===== src/rtl/gpio_bank_pkg.sv =====
package gpio_bank_pkg;

    localparam logic [7:0] OFS_MODE  = 8'h00;
    localparam logic [7:0] OFS_DOUT  = 8'h08;
    localparam logic [7:0] OFS_LEVEL = 8'h10;
    localparam logic [7:0] OFS_TYPE  = 8'h18;
    localparam logic [7:0] OFS_EN    = 8'h1C;
    localparam logic [7:0] OFS_SRC   = 8'h20;

    // the rising/high enables start at this bit of the enable register
    localparam int unsigned EN_HI_BASE = 16;

    typedef enum logic [1:0] {
        MODE_IN = 2'd0,
        MODE_PP = 2'd1,
        MODE_OD = 2'd2,
        MODE_QB = 2'd3
    } pin_mode_e;

endpackage


===== src/rtl/gpio_in_sync.sv =====
module gpio_in_sync #(
    parameter int unsigned W = 16
) (
    input  logic         clk,
    input  logic         rst_n,
    input  logic [W-1:0] raw,
    output logic [W-1:0] lvl,
    output logic [W-1:0] lvl_prev
);
    typedef struct packed {
        logic [W-1:0] s1;
        logic [W-1:0] s2;
        logic [W-1:0] s3;
    } sync_t;

    sync_t st_d, st_q;

    always_comb begin
        st_d    = st_q;
        st_d.s1 = raw;
        st_d.s2 = st_q.s1;
        st_d.s3 = st_q.s2;
    end

    always_ff @(posedge clk) begin
        if (!rst_n) st_q <= '0;
        else        st_q <= st_d;
    end

    assign lvl      = st_q.s2;
    assign lvl_prev = st_q.s3;
endmodule


===== src/rtl/gpio_irq_detect.sv =====
module gpio_irq_detect #(
    parameter int unsigned W = 16
) (
    input  logic         clk,
    input  logic         rst_n,
    input  logic [W-1:0] lvl,
    input  logic [W-1:0] lvl_prev,
    input  logic [W-1:0] is_level,
    input  logic [W-1:0] en_lo,
    input  logic [W-1:0] en_hi,
    input  logic [W-1:0] clr,
    output logic [W-1:0] pending
);
    typedef struct packed {
        logic [W-1:0] src;
    } det_t;

    det_t st_d, st_q;
    logic [W-1:0] hit;

    for (genvar i = 0; i < W; i++) begin : g_det
        logic rise, fall, lo_cond, hi_cond;
        assign rise    = lvl[i] & ~lvl_prev[i];
        assign fall    = ~lvl[i] & lvl_prev[i];
        assign lo_cond = is_level[i] ? ~lvl[i] : fall;
        assign hi_cond = is_level[i] ?  lvl[i] : rise;
        assign hit[i]  = (en_lo[i] & lo_cond) | (en_hi[i] & hi_cond);
    end

    always_comb begin
        st_d     = st_q;
        st_d.src = (st_q.src & ~clr) | hit;
    end

    always_ff @(posedge clk) begin
        if (!rst_n) st_q <= '0;
        else        st_q <= st_d;
    end

    assign pending = st_q.src;
endmodule


===== src/rtl/gpio_pad_drive.sv =====
module gpio_pad_drive
    import gpio_bank_pkg::*;
#(
    parameter int unsigned W = 16
) (
    input  logic           clk,
    input  logic           rst_n,
    input  logic [2*W-1:0] mode,
    input  logic [W-1:0]   latch,
    output logic [W-1:0]   pad_out,
    output logic [W-1:0]   pad_oe
);
    typedef struct packed {
        logic [W-1:0] latch_prev;
    } drv_t;

    drv_t st_d, st_q;
    logic [W-1:0] boost;

    always_comb begin
        st_d            = st_q;
        st_d.latch_prev = latch;
    end

    always_ff @(posedge clk) begin
        if (!rst_n) st_q <= '0;
        else        st_q <= st_d;
    end

    assign boost = latch & ~st_q.latch_prev;

    for (genvar i = 0; i < W; i++) begin : g_pin
        logic o, e;
        always_comb begin
            o = 1'b0;
            e = 1'b0;
            case (pin_mode_e'(mode[2*i +: 2]))
                MODE_IN: begin o = 1'b0;     e = 1'b0;      end
                MODE_PP: begin o = latch[i]; e = 1'b1;      end
                MODE_OD: begin o = 1'b0;     e = ~latch[i]; end
                MODE_QB: begin
                    if (latch[i]) begin o = 1'b1; e = boost[i]; end
                    else          begin o = 1'b0; e = 1'b1;     end
                end
                default: begin o = 1'b0; e = 1'b0; end
            endcase
        end
        assign pad_out[i] = o;
        assign pad_oe[i]  = e;
    end
endmodule


===== src/rtl/gpio_irq_bank.sv =====
module gpio_irq_bank
    import gpio_bank_pkg::*;
#(
    parameter int unsigned PINS   = 16,
    parameter int unsigned ADDR_W = 8
) (
    input  logic              clk,
    input  logic              rst_n,
    input  logic              bus_wr,
    input  logic              bus_rd,
    input  logic [ADDR_W-1:0] bus_addr,
    input  logic [31:0]       bus_wdata,
    output logic [31:0]       bus_rdata,
    input  logic [PINS-1:0]   pad_in,
    output logic [PINS-1:0]   pad_out,
    output logic [PINS-1:0]   pad_oe,
    output logic              bank_irq
);
    localparam int unsigned MW = 2 * PINS;

    typedef struct packed {
        logic [MW-1:0]   mode;
        logic [PINS-1:0] dout;
        logic [PINS-1:0] itype;
        logic [PINS-1:0] en_lo;
        logic [PINS-1:0] en_hi;
        logic [31:0]     rdata;
    } regs_t;

    regs_t r_d, r_q;

    logic [PINS-1:0] lvl_w, lvl_prev_w, src_w, clr_w;
    logic [MW-1:0]   mode_w;
    logic [PINS-1:0] dout_w, itype_w, ien_lo_w, ien_hi_w;

    logic wr_mode, wr_dout, wr_type, wr_en, wr_src;

    assign wr_mode = bus_wr && (bus_addr == ADDR_W'(OFS_MODE));
    assign wr_dout = bus_wr && (bus_addr == ADDR_W'(OFS_DOUT));
    assign wr_type = bus_wr && (bus_addr == ADDR_W'(OFS_TYPE));
    assign wr_en   = bus_wr && (bus_addr == ADDR_W'(OFS_EN));
    assign wr_src  = bus_wr && (bus_addr == ADDR_W'(OFS_SRC));

    assign clr_w = wr_src ? bus_wdata[PINS-1:0] : '0;

    always_comb begin
        logic [31:0] rd;
        r_d = r_q;
        if (wr_mode) r_d.mode  = bus_wdata[MW-1:0];
        if (wr_dout) r_d.dout  = bus_wdata[PINS-1:0];
        if (wr_type) r_d.itype = bus_wdata[PINS-1:0];
        if (wr_en) begin
            r_d.en_lo = bus_wdata[PINS-1:0];
            r_d.en_hi = bus_wdata[EN_HI_BASE +: PINS];
        end
        rd = '0;
        case (bus_addr)
            ADDR_W'(OFS_MODE):  rd[MW-1:0]   = r_q.mode;
            ADDR_W'(OFS_DOUT):  rd[PINS-1:0] = r_q.dout;
            ADDR_W'(OFS_LEVEL): rd[PINS-1:0] = lvl_w;
            ADDR_W'(OFS_TYPE):  rd[PINS-1:0] = r_q.itype;
            ADDR_W'(OFS_EN): begin
                rd[PINS-1:0]             = r_q.en_lo;
                rd[EN_HI_BASE +: PINS]   = r_q.en_hi;
            end
            ADDR_W'(OFS_SRC):   rd[PINS-1:0] = src_w;
            default:            rd = '0;
        endcase
        if (bus_rd) r_d.rdata = rd;
    end

    always_ff @(posedge clk) begin
        if (!rst_n) r_q <= '0;
        else        r_q <= r_d;
    end

    gpio_in_sync #(.W(PINS)) u_sync (
        .clk      (clk),
        .rst_n    (rst_n),
        .raw      (pad_in),
        .lvl      (lvl_w),
        .lvl_prev (lvl_prev_w)
    );

    gpio_irq_detect #(.W(PINS)) u_det (
        .clk      (clk),
        .rst_n    (rst_n),
        .lvl      (lvl_w),
        .lvl_prev (lvl_prev_w),
        .is_level (r_q.itype),
        .en_lo    (r_q.en_lo),
        .en_hi    (r_q.en_hi),
        .clr      (clr_w),
        .pending  (src_w)
    );

    gpio_pad_drive #(.W(PINS)) u_drv (
        .clk     (clk),
        .rst_n   (rst_n),
        .mode    (r_q.mode),
        .latch   (r_q.dout),
        .pad_out (pad_out),
        .pad_oe  (pad_oe)
    );

    assign mode_w    = r_q.mode;
    assign dout_w    = r_q.dout;
    assign itype_w   = r_q.itype;
    assign ien_lo_w  = r_q.en_lo;
    assign ien_hi_w  = r_q.en_hi;
    assign bus_rdata = r_q.rdata;
    assign bank_irq  = |src_w;
endmodule


===== config.mk =====
export PLATFORM = sky130hd
export DESIGN_NAME = gpio_irq_bank
export DESIGN_NICKNAME = d
export VERILOG_FILES = /design/src/rtl/gpio_bank_pkg.sv /design/src/rtl/gpio_in_sync.sv /design/src/rtl/gpio_irq_detect.sv /design/src/rtl/gpio_pad_drive.sv /design/src/rtl/gpio_irq_bank.sv
export SDC_FILE = /design/constraint.sdc
export NUM_CORES = 1
export LEC_CHECK = 0
export BUFFER_PORTS_ARGS = -buffer_cell sky130_fd_sc_hd__buf_2
export CORE_ASPECT_RATIO = 0.5
export CORE_MARGIN = 10
export CORE_UTILIZATION = 54
export CTS_CLUSTER_DIAMETER = 100
export CTS_CLUSTER_SIZE = 12
export DETAILED_ROUTE_END_ITERATION = 8
export PLACE_DENSITY = 0.75
export SKIP_LAST_GASP = 1
export SLEW_MARGIN = 20
export SYNTH_ARGS = -nofsm -noshare
export SYNTH_HDL_FRONTEND = slang
export SYNTH_SLANG_ARGS = --single-unit

===== constraint.sdc =====
create_clock -name clk -period 2.7 [get_ports clk]
set_input_delay 0.27 -clock clk [delete_from_list [all_inputs] [get_ports clk]]
set_output_delay 0.27 -clock clk [all_outputs]
set_load 0.03 [all_outputs]

==> results.json <==
{
  "final_cell_mix": "nand2_1 (230), dfxtp_1 (208), buf_2 (123)",
  "netlist_area_um2": 8940,
  "async_reset_ff_share_pct": 0,
  "syn_inst": 1037,
  "root_buffer": "clkbuf_16",
  "synth-seq-cells": 208,
  "cts_setup_buffers": 0,
  "antenna_found_initial": 0,
  "grt_pass1_vias": 6971,
  "drt_iter0_markers": 653,
  "die_area_um2": 22400,
  "cp_max_fo": 3,
  "drtPass1Iterations": 7,
  "clock_power_share_pct": 41.3,
  "skew_ns": 0.0165,
  "die_x_um": 202,
  "synth-simple-area-share_pct": 22.1,
  "grt_max_degree": 85,
  "worstSetupEndpointType": "primary output",
  "whs_ns": 0.0147,
  "clkLatencyLatePin_ns": 0.50,
  "p_sw_share_pct": 23.0,
  "synth-edff-count": 0,
  "synth_top_area_share_pct": 46.6,
  "synth_xor_area_share_pct": 1.57,
  "drc": 0,
  "ios": 125,
  "die_y_um": 111,
  "synth.area.top_cells": "dfxtp_1 (47%), nand2_1 (9.7%), and2_1 (5.7%)",
  "final.setup.tns_ns": 0,
  "cts.sinks": 208,
  "layout_commonest_cell": "nand2_1",
  "synth_adder_area_share_pct": 0,
  "r2r_slack_ns": 1.45,
  "core_area_um2": 16300,
  "gp_congestion": 0.957,
  "routed_via_density": 5.57,
  "grt.overflow.total": 0,
  "cts_resized": 0,
  "final_hold_viol_count": 0,
  "post-route-min-period_ns": 2.00,
  "yosysSeqAreaShare_pct": 46.6,
  "ant_nets": 0,
  "worst_slew_pin_slew_ns": 0.654,
  "dp_hpwl_um": 18200,
  "worst_setup_path_start_kind": "flop",
  "max-cap-violations": 0,
  "finalMaxSlewViolations": 0,
  "synth_nets": 1097,
  "io_buffers": 124,
  "final_nets": 1181,
  "p_int_mw": 4.65,
  "h-tree-depth": 1,
  "pwr-share-comb_pct": 6.4,
  "fmax_ghz": 0.500,
  "fin_crit_sh_pct": 74.1,
  "area_growth_pct": 13.8,
  "drt_wl_total_um": 25200,
  "wl_per_cell_um": 18.7,
  "synth_top_cell_by_area": "dfxtp_1",
  "clockBufferDepth": 3,
  "synth_top_family_by_area": "simple AND/OR/NAND/NOR gates",
  "drive_above_1_share_pct": 16.9,
  "status": "completed",
  "synth_compound_area_share_pct": 18.7,
  "start_util_pct": 54.8,
  "p_per_area_nw_per_um2": 594,
  "via_count": 7515,
  "ctsHoldBuffers": 16,
  "finalSetupViolCount": 0,
  "p_leak_nw": 3.86,
  "ys.warnings.count": 0,
  "grt_pass1_wl_um": 39700,
  "rows": 33,
  "rsz0062_at_grt": "false",
  "criticalPathCategory": "flop to primary output",
  "cts.clk_slew.worst_paths_ns": 0.06,
  "netSwitchingPower_mw": 1.39,
  "muxShareOfSynthArea_pct": 4.09,
  "cts_buffers": 21,
  "track_usage_pct": 21.7,
  "worstPathArrival_ns": 1.73,
  "slew-limit-headroom_pct": 56.4,
  "ys.flop_type": "dfxtp_1",
  "hold_class": "primary input to flop",
  "tritoncts": "built",
  "syn_area_per_cell_um2": 8.62,
  "ys_types": 42,
  "ir_worst_vdd_uv": 373,
  "crit_required_ns": 2.43,
  "power_frac_seq_pct": 52.3,
  "fillers": 1416
}
==> power by group through the flow <==
stage | Clock (mW) | Combinational, mW | Sequential [mW]
after global routing | 2.68 | 0.414 | 3.17
after global placement | 0 | 0.358 | 3.23
after floorplan | 0 | 0.174 | 3.26
final | 2.50 | 0.385 | 3.16
after CTS | 2.55 | 0.382 | 3.16
after detailed placement | 0 | 0.364 | 3.23
==> Yosys cell counts (all sizes together) (6+ instances only) <==
master / instances
nand3: 40
buf: 57
inv: 17
a31oi: 20
dfxtp: 208
nand2: 230
o221ai: 10
and2: 82
o21ai: 70
mux2i: 32
xor2: 16
o221a: 11
a21boi: 80
nor2: 45
a22oi: 25
o21a: 16
clkbuf: 42
nor4: 6
==> worst paths after layout <==
kind | start | cells after the start | end
max | u_det.pending[3] | 3 | bank_irq
min | bus_wdata[28] | 3 | ien_hi_w[12]
max reg2reg | itype_w[14] | 4 | bus_rdata[14]
min reg2reg | u_sync.st_d[29] | 1 | u_sync.lvl[13]
==> routing by layer <==
layer  wire [µm]  part of all wire (%)  global-route usage [%]
met1       11400                    45                    30.5
met2       10800                    43                    32.1
met3        2440                   9.7                    5.19
met4         643                   2.6                    6.17
met5           0                     0                       0
==> sequential cells by signal, indices dropped and copies added (netlist names) <==
register         cells
bus_rdata           32
mode_w              32
dout_w              16
ien_hi_w            16
ien_lo_w            16
itype_w             16
u_det.pending       16
u_drv.st_q          16
u_sync.lvl          16
u_sync.lvl_prev     16
u_sync.st_d         16
==> through the flow <==
step,power (mW),setup WS [ns],instances,util (%),cell area [µm²]
global placement,3.59,0.754,1309,58.0,9470
CTS,6.09,0.653,1348,62.3,10200
floorplan,3.43,1.15,1037,-,8940
global route,6.26,0.586,1348,62.3,10200
detailed placement,3.59,0.728,1309,58.0,9470
finish,6.05,0.699,1349,62.4,10200
==> cell type report <==
cell class / count / area [µm²] / share of cell area (%)
diodes: 1 / 2.50 / 0.0246
repair buffers: 160 / 962 / 9.46
flip-flops and latches: 208 / 4160 / 40.9
clock buffers: 21 / 526 / 5.17
inverters: 17 / 63.8 / 0.627
multi-input cells: 713 / 4150 / 40.8
well taps: 227 / 284 / 2.79
clock inverters: 2 / 17.5 / 0.172
==> cells by family after synthesis <==
kind of cell	after synthesis
xor+xnor	16
buf+inv	116
simple gates	420
mux	36
compound gates	241
flops	208
==> worst max-delay path: stages (launching register included) <==
cell and delay [ns]:
dfxtp_1 0.33, nor4_1 0.48, nand4_1 0.19, buf_2 0.22
No activity file was read; power rests on OpenSTA's default activity.
